## config.mk

```make
export PLATFORM = sky130hd
export DESIGN_NAME = acpi_rail_seq
export DESIGN_NICKNAME = d
export VERILOG_FILES = /design/src/rtl/rail_seq_pkg.sv /design/src/rtl/rs_state_fsm.sv /design/src/rtl/rs_gate_decode.sv /design/src/rtl/rs_fault_guard.sv /design/src/rtl/acpi_rail_seq.sv
export SDC_FILE = /design/constraint.sdc
export NUM_CORES = 1
export LEC_CHECK = 0
export ABC_AREA = 1
export BUFFER_PORTS_ARGS = -buffer_cell sky130_fd_sc_hd__buf_2
export CAP_MARGIN = 20
export CORE_MARGIN = 1
export CORE_UTILIZATION = 40
export DETAILED_ROUTE_END_ITERATION = 10
export GPL_TIMING_DRIVEN = 1
export PLACE_DENSITY_LB_ADDON = 0.1
export SETUP_SLACK_MARGIN = 0.1
export SLEW_MARGIN = 15
export SYNTH_ARGS = -nofsm -noshare
export SYNTH_HDL_FRONTEND = slang
export SYNTH_SLANG_ARGS = --single-unit
```

## constraint.sdc

```tcl
create_clock -name clk -period 1.9 [get_ports clk]
set_clock_uncertainty 0.1 [all_clocks]
set_input_delay 0.38 -clock clk [delete_from_list [all_inputs] [get_ports clk]]
set_output_delay 0.38 -clock clk [all_outputs]
set_load 0.05 [all_outputs]
```

## src/rtl/rail_seq_pkg.sv

```systemverilog
package rail_seq_pkg;

    typedef enum logic [1:0] {
        PS_OFF = 2'd0,
        PS_S0  = 2'd1,
        PS_S3  = 2'd2,
        PS_S5  = 2'd3
    } pwr_state_e;

    typedef enum logic [1:0] {
        REQ_NONE = 2'd0,
        REQ_S0   = 2'd1,
        REQ_S3   = 2'd2,
        REQ_S5   = 2'd3
    } pwr_req_e;

    localparam int unsigned RAIL_CNT = 2;
    localparam int unsigned RAIL_5V  = 0;
    localparam int unsigned RAIL_3V  = 1;

endpackage

```

## src/rtl/rs_state_fsm.sv

```systemverilog
module rs_state_fsm
    import rail_seq_pkg::*;
(
    input  logic       clk,
    input  logic       rst_n,
    input  logic       disarm_i,
    input  logic       sleep3_n_i,
    input  logic       sleep5_n_i,
    input  logic       main_good_i,
    output pwr_state_e state_o
);

    pwr_state_e state_q;
    pwr_state_e state_d;
    pwr_req_e   req;

    // Request decode from the sleep pair and supply-good
    always_comb begin
        unique case ({sleep3_n_i, sleep5_n_i})
            2'b11:   req = main_good_i ? REQ_S0 : REQ_NONE;
            2'b01:   req = REQ_S3;
            2'b00:   req = REQ_S5;
            default: req = REQ_NONE;
        endcase
    end

    // Transition selection
    always_comb begin
        state_d = state_q;
        if (disarm_i) begin
            state_d = PS_OFF;
        end else begin
            unique case (req)
                REQ_NONE: state_d = state_q;
                REQ_S0:   state_d = PS_S0;
                REQ_S3:   state_d = PS_S3;
                REQ_S5:   state_d = (state_q == PS_S3) ? PS_S3 : PS_S5;
            endcase
        end
    end

    always_ff @(posedge clk) begin
        if (!rst_n) state_q <= PS_OFF;
        else        state_q <= state_d;
    end

    assign state_o = state_q;

    // suspend may never lead straight to soft-off
    assert_no_s3_to_s5_R2: assert property (@(posedge clk) disable iff (!rst_n)
        (state_q == PS_S3) |=> (state_q != PS_S5));

    // disarm always lands in OFF
    assert_disarm_off_R8: assert property (@(posedge clk) disable iff (!rst_n)
        disarm_i |=> (state_q == PS_OFF));

endmodule

```

## src/rtl/rs_gate_decode.sv

```systemverilog
module rs_gate_decode
    import rail_seq_pkg::*;
(
    input  logic       clk,
    input  logic       rst_n,
    input  pwr_state_e state_i,
    input  logic       live_i,
    input  logic       fault_i,
    input  logic       keep_usb_i,
    input  logic       keep_pci_i,
    output logic       main_o,
    output logic       sby5_o,
    output logic       sby3_o
);

    logic main_raw, sby5_raw, sby3_raw;

    always_comb begin
        main_raw = 1'b0;
        sby5_raw = 1'b0;
        sby3_raw = 1'b0;
        unique case (state_i)
            PS_OFF: ;
            PS_S0:  main_raw = 1'b1;
            PS_S3: begin
                sby5_raw = 1'b1;
                sby3_raw = 1'b1;
            end
            PS_S5: begin
                sby5_raw = keep_usb_i;
                sby3_raw = keep_pci_i;
            end
        endcase
    end

    assign main_o = main_raw & live_i & ~fault_i;
    assign sby5_o = sby5_raw & live_i & ~fault_i;
    assign sby3_o = sby3_raw & live_i & ~fault_i;

    // a rail is never fed from both supplies at once
    assert_no_cross_feed_R3: assert property (@(posedge clk) disable iff (!rst_n)
        main_o |-> (!sby5_o && !sby3_o));

    // fault blanks the switch gates
    assert_fault_blank_R12: assert property (@(posedge clk) disable iff (!rst_n)
        fault_i |-> (!main_o && !sby5_o && !sby3_o));

endmodule

```

## src/rtl/rs_fault_guard.sv

```systemverilog
module rs_fault_guard
    import rail_seq_pkg::*;
#(
    parameter int unsigned TIMEOUT_CYC = 16,
    localparam int unsigned CW = $clog2(TIMEOUT_CYC + 1)
) (
    input  logic                clk,
    input  logic                rst_n,
    input  logic                clr_i,
    input  logic [RAIL_CNT-1:0] rail_en_i,
    input  logic [RAIL_CNT-1:0] uv_i,
    output logic                fault_o,
    output logic                lin_o
);

    localparam logic [CW-1:0] LAST = CW'(TIMEOUT_CYC - 1);

    logic [RAIL_CNT-1:0] expire;
    logic                fault_q;
    logic                lin_q;

    for (genvar r = 0; r < RAIL_CNT; r++) begin : g_rail
        logic [CW-1:0] cnt_q;
        logic          watch;

        assign watch     = uv_i[r] & rail_en_i[r] & ~fault_q;
        assign expire[r] = watch && (cnt_q == LAST);

        always_ff @(posedge clk) begin
            if (!rst_n || clr_i || !watch) cnt_q <= '0;
            else if (cnt_q != LAST)        cnt_q <= cnt_q + 1'b1;
        end

        // a switched-off rail keeps its qualification count at zero
        assert_mask_idle_R11: assert property (@(posedge clk) disable iff (!rst_n)
            !rail_en_i[r] |=> (cnt_q == '0));
    end

    always_ff @(posedge clk) begin
        if (!rst_n || clr_i) begin
            fault_q <= 1'b0;
            lin_q   <= 1'b0;
        end else begin
            fault_q <= fault_q | (|expire);
            lin_q   <= ~(fault_q | (|expire));
        end
    end

    assign fault_o = fault_q;
    assign lin_o   = lin_q;

    // latch is sticky while not cleared
    assert_fault_sticky_R12: assert property (@(posedge clk) disable iff (!rst_n)
        (fault_q && !clr_i) |=> fault_q);

    // a fault only appears after an undervoltage on an enabled rail
    assert_fault_cause_R10: assert property (@(posedge clk) disable iff (!rst_n)
        (!fault_q && !(|(uv_i & rail_en_i))) |=> !fault_q);

    // regulator enable and fault are never both high
    assert_lin_vs_fault_R7: assert property (@(posedge clk) disable iff (!rst_n)
        !(lin_q && fault_q));

endmodule

```

## src/rtl/acpi_rail_seq.sv

```systemverilog
module acpi_rail_seq
    import rail_seq_pkg::*;
#(
    parameter int unsigned CLK_HZ      = 100_000_000,
    parameter int unsigned FAULT_MS    = 50,
    parameter int unsigned TIMEOUT_CYC = (CLK_HZ / 1000) * FAULT_MS
) (
    input  logic       clk,
    input  logic       rst_n,
    input  logic       enable_i,
    input  logic       sby_good_i,
    input  logic       sleep3_n_i,
    input  logic       sleep5_n_i,
    input  logic       main_good_i,
    input  logic       keep_usb_i,
    input  logic       keep_pci_i,
    input  logic [1:0] uv_flag_i,
    output logic       gate_main5_o,
    output logic       gate_main3_o,
    output logic       gate_sby5_o,
    output logic       gate_sby3_o,
    output logic       gate_lin_o
);

    logic                live;
    logic                fault;
    logic                lin;
    logic                main_g, sby5_g, sby3_g;
    logic [RAIL_CNT-1:0] rail_en;
    pwr_state_e          state;

    assign live = enable_i & sby_good_i;

    rs_state_fsm u_fsm (
        .clk         (clk),
        .rst_n       (rst_n),
        .disarm_i    (~live),
        .sleep3_n_i  (sleep3_n_i),
        .sleep5_n_i  (sleep5_n_i),
        .main_good_i (main_good_i),
        .state_o     (state)
    );

    rs_gate_decode u_dec (
        .clk        (clk),
        .rst_n      (rst_n),
        .state_i    (state),
        .live_i     (live),
        .fault_i    (fault),
        .keep_usb_i (keep_usb_i),
        .keep_pci_i (keep_pci_i),
        .main_o     (main_g),
        .sby5_o     (sby5_g),
        .sby3_o     (sby3_g)
    );

    assign rail_en[RAIL_5V] = main_g | sby5_g;
    assign rail_en[RAIL_3V] = main_g | sby3_g;

    rs_fault_guard #(.TIMEOUT_CYC(TIMEOUT_CYC)) u_guard (
        .clk       (clk),
        .rst_n     (rst_n),
        .clr_i     (~live),
        .rail_en_i (rail_en),
        .uv_i      (uv_flag_i),
        .fault_o   (fault),
        .lin_o     (lin)
    );

    assign gate_main5_o = main_g;
    assign gate_main3_o = main_g;
    assign gate_sby5_o  = sby5_g;
    assign gate_sby3_o  = sby3_g;
    assign gate_lin_o   = lin & live;

    // disarmed block drives no gate
    assert_disarm_dark_R8: assert property (@(posedge clk) disable iff (!rst_n)
        !live |-> !(gate_main5_o | gate_main3_o | gate_sby5_o | gate_sby3_o | gate_lin_o));

    // the two main gates move together
    assert_main_pair_R3: assert property (@(posedge clk) disable iff (!rst_n)
        gate_main5_o == gate_main3_o);

endmodule

```

* Word level (Yosys, flattened, before mapping)
Cells that the tools add are included.
** Word-level totals
- Input bits :: 11
- Word-level logic and storage cells :: 56
- Output and inout bits :: 5
- Register bits after elaboration :: 50
** Cells by class
- Eq/ne operators :: 12
- Add/subtract/negate cells :: 2
- Reduce and logical (&&, ||, !) cells :: 12
- Muxes and demuxes :: 7
- Bitwise operators :: 18
** Operator list (number)
- 23-bit by 1-bit adder with 23-bit output, second input constant :: 2
- 23-bit equality test, second input constant :: 2
- 23-bit != test, second input constant :: 2
- 1-bit AND :: 12
- 2-bit case mux with 3 select lines :: 2
- 2-bit equality test, second input constant :: 5
- 2-bit by 1-bit equality test with 1-bit output, second input constant :: 3
- 2-bit logical NOT :: 2
- 1-bit case mux with 2 select lines :: 2
- 1-bit logical NOT :: 3
- 1-bit logical OR :: 3
- 1-bit two-way mux :: 3
- 1-bit NOT :: 3
- 1-bit OR :: 3
- 1-bit logical AND :: 2
- 2-bit AND reduction :: 1
- 2-bit OR reduction :: 1

* Depth between registers and ports, before layout
- Depth after elaboration :: 11
- Mapped depth :: 11
- Depth with buffers taken out :: 11

* By module
From an unflattened synthesis, not the netlist that was laid out.
** Unflattened totals
- Cell total of the unflattened synthesis :: 405
- Area total of the unflattened synthesis :: 2652.5 µm²
** Modules (own cells, without submodules)
- rs_fault_guard :: times used 1, cells an instance 374, area an instance 2468.6 µm²
- rs_state_fsm :: times used 1, cells an instance 14, area an instance 103.8 µm²
- rs_gate_decode :: times used 1, cells an instance 10, area an instance 45.0 µm²
- acpi_rail_seq :: times used 1, cells an instance 7, area an instance 35.0 µm²

* Worst setup path after synthesis
OpenSTA, ideal clock, no wires.
- Path kind :: input-to-output
- Start point :: input port enable_i
- End point :: output port gate_main5_o
- Required time :: 1.420 ns
- Arrival time :: 1.237 ns
- Path slack :: 0.183 ns
- Stages :: 5
- Path through :: nand2_1 inv_2 nand3_2 inv_1 buf_4
** On the way
- Longest elaborated chain between the ends :: 3
** RTL lines
- start: declaration :: RTL line acpi_rail_seq.sv:10 : input logic enable_i,
- 1-bit AND :: RTL line acpi_rail_seq.sv:32 : assign live = enable_i & sby_good_i;
- 1-bit AND (2 in a row) :: RTL line rs_gate_decode.sv:36 : assign main_o = main_raw & live_i & ~fault_i;
- end: declaration :: RTL line acpi_rail_seq.sv:18 : output logic gate_main5_o,
No other way between the ends.

* Worst setup path in the final report
- Start point :: register u_fsm.state_q[0], in the netlist u_fsm.state_o[0]
- End point :: output port gate_main3_o
** On the way
- Longest elaborated chain between the ends :: 4
** RTL lines
- start: declaration :: RTL line rs_state_fsm.sv:13 : pwr_state_e state_q;
- start signal: assignment :: RTL line rs_state_fsm.sv:44 : else state_q <= state_d;
- 2-bit by 1-bit equality test with 1-bit output :: RTL line rs_gate_decode.sv:22 : unique case (state_i)
- 1-bit two-way mux :: RTL line rs_gate_decode.sv:22
- 1-bit AND (2 in a row) :: RTL line rs_gate_decode.sv:36
- end: declaration :: RTL line acpi_rail_seq.sv:19 : output logic gate_main3_o,
No other way between the ends.

==> out/summary.txt <==
status -> completed
Max IR drop VDD -> 0.446 mV
Critical Path AT -> 1.19 ns
DIE AREA -> 7520 um2
top_reg_cell synth -> dfxtp_1
ant diodes -> 0
number of synthesized flops with an enable pin -> 0
fin nets -> 462
clk sinks -> 50
drt total wl -> 6.10 mm
Antenna Nets Post-Route -> 0
CP max stage delay -> 0.35 ns
first-pass GRT wire length -> 10.9 mm
GRT Resource Usage Total -> 18.1%
Final Hold Viols -> 0
RSZ-0062 raised after global routing -> yes
flop-to-flop setup slack -> 0.30 ns
1st-iter DRT viols -> 118
CTS buffer count -> 5
min Tclk post-route -> 1.67 ns
syn_nets -> 441
grt total ovfl -> 0
synth cell count leaders -> nand2_1 (93), nor2_1 (72), dfxtp_1 (50), inv_1 (47), nand3_1 (27)
vias in the first global route -> 2415
dpl hpwl -> 4.72 mm
DRC errors left -> 0
Hold Path Class -> in -> reg
gpl congestion -> 0.805
cell taking the most area after synthesis -> dfxtp_1
setup TNS -> 0 ns
CTS max path bufs -> 2
via/cell ratio -> 4.71
area of the mapped netlist -> 2870 um2
num ports -> 16
Layout area overhead -> 11.7%
Hold Crit Start -> sleep3_n_i
pin count of the biggest net entering global routing -> 15
Static Leakage -> 1.14 nW
Seq/Total Area, Yosys -> 34.9%
worst path cell trace -> inv_2, nor2_1, nand3_2, inv_1, buf_6
area share of the leading cell type in the synthesized netlist -> 34.9%
CP Class -> reg -> out
FP Rows -> 30
Clk Latency, worst-skew pair -> 0.30 ns
Die Span Y -> 86.7 um
Slowest-stage cell, CP -> dfxtp_2
final design utilization -> 46.7%
CP Max Fanout -> 3
share of cells above drive strength 1 -> 17.8%
WL/cell -> 11.2 um
Max Slew Vio Count -> 0
worst r2r src -> u_guard.g_rail[0].cnt_q[1]$_SDFFE_PP0N_
final worst path period share -> 88.1%
worst-margin pin slew -> 0.400 ns
largest cells by area after synthesis -> dfxtp_1 (35%), nand2_1 (12%), nor2_1 (9.4%)
Chip Width -> 86.7 um
Clock transition at path regs -> 0.09 ns
CTS tree -> built
cell count after synthesis -> 428
max cap viols -> 0
Critical Path End Type -> output port
drt first pass iters -> 4
starting density of the core -> 41.8%
Port-buffer cells -> 15
worst relative slew slack -> 73.1%
source of the critical timing path -> u_fsm.state_o[0]$_SDFFE_PN0P_
ys async rst share -> 0%
most frequent cell after synthesis -> nand2_1
Core ar. -> 6870 um2
worst path required time -> 1.42 ns
hold buffers post-CTS -> 0
Seq cells post-synth -> 50
Netlist cell types -> 38
fmax -> 597 MHz
power per cell area -> 576 nW/um2
initial antenna violation count -> 0
YS warnings -> 0
Critical Path Start Type -> flip-flop
Final Power -> 0.00185 W
syn avg cell area -> 6.71 um2
CTS HTree Levels -> 2
clock tree root driver cell -> clkbuf_8
vias -> 2565
Final Setup Violations -> 0
==> per-stage QoR <==
| step | setup slack, ns | cells | hold WS (ns) | area [um2] |
|---|---|---|---|---|
| after floorplan | 0.183 | 428 | 0.348 | 2870 |
| after global placement | 0.302 | 538 | 0.365 | 3060 |
| after detailed placement | 0.252 | 538 | 0.387 | 3060 |
| after CTS | 0.120 | 545 | 0.190 | 3180 |
| after global routing | 0.0863 | 545 | 0.189 | 3210 |
| final | 0.226 | 545 | 0.196 | 3210 |
==> layout make-up <==
cell class / count / area [um2]
clock buffer: 6 / 82.6
clock inverter: 1 / 30.0
fill: 732 / 3660
inverter: 64 / 241
multi-input combinational: 308 / 1600
sequential: 50 / 1000
tap: 96 / 120
timing repair buffer: 20 / 130
==> path summary, 6_finish.rpt <==
kind	endpoint	cells after the start
max reg2reg	u_guard.g_rail[0].cnt_q[18]$_SDFFE_PP0N_	9
min reg2reg	u_guard.g_rail[0].cnt_q[22]$_SDFFE_PP0N_	2
max	gate_main3_o	5
min	u_fsm.state_o[1]$_SDFFE_PN0P_	2
==> state kept, by name, summed over array words and instances, names as in the netlist <==
register	flops
u_guard.fault_o	1
u_fsm.state_o	2
u_guard.lin_o	1
u_guard.g_rail.cnt_q	46
==> timing repair <==
action	CTS	global route
buffers inserted	0	0
gates resized for setup	0	12
endpoints found under the setup margin	0	9
==> per-layer routing <==
layer	part of all wire, %	wire (um)	vias up	GRT usage (%)
met5	0	0	-	0
met4	1.1	67	0	5.15
met3	2.3	142	6	2.95
met2	39	2410	31	26.7
met1	57	3480	1124	26.9
li1	-	-	1404	-
==> layout by cell type (no fill, tap or decap), types with 9 or more instances in the layout <==
| master | n |
|---|---|
| nand2_1 | 93 |
| nor2_1 | 71 |
| dfxtp_1 | 48 |
| inv_1 | 47 |
| nand3_1 | 27 |
| a21oi_1 | 25 |
| inv_2 | 15 |
| nand4_1 | 15 |
| nor3_1 | 11 |
| buf_2 | 11 |
| xnor2_1 | 9 |
==> logic make-up after synthesis <==
family,Yosys count,synth area share [%]
AOI/OAI and AO/OA,37,7.32
xor gates and xnor gates,13,3.97
adders and majority gates,2,0.872
buffers and inverters,70,9.76
DFF,50,34.9
and+or+nand+nor,256,43.2
==> worst max-delay path: cells and delay by family (launching register included) <==
kind / cells / cell delay [ns]
DFF: 1 / 0.35
buffers and inverters: 3 / 0.32
and+or+nand+nor: 2 / 0.22
==> power by group <==
group          total (W)  internal (W)  switching, W  leakage, nW
sequential       0.00105       0.00105    0.00000147        0.404
combinational  0.0000328     0.0000142     0.0000185        0.684
clock           0.000762      0.000422      0.000340       0.0573
total            0.00185       0.00149      0.000360         1.14
No activity file was read; power rests on OpenSTA's default activity.
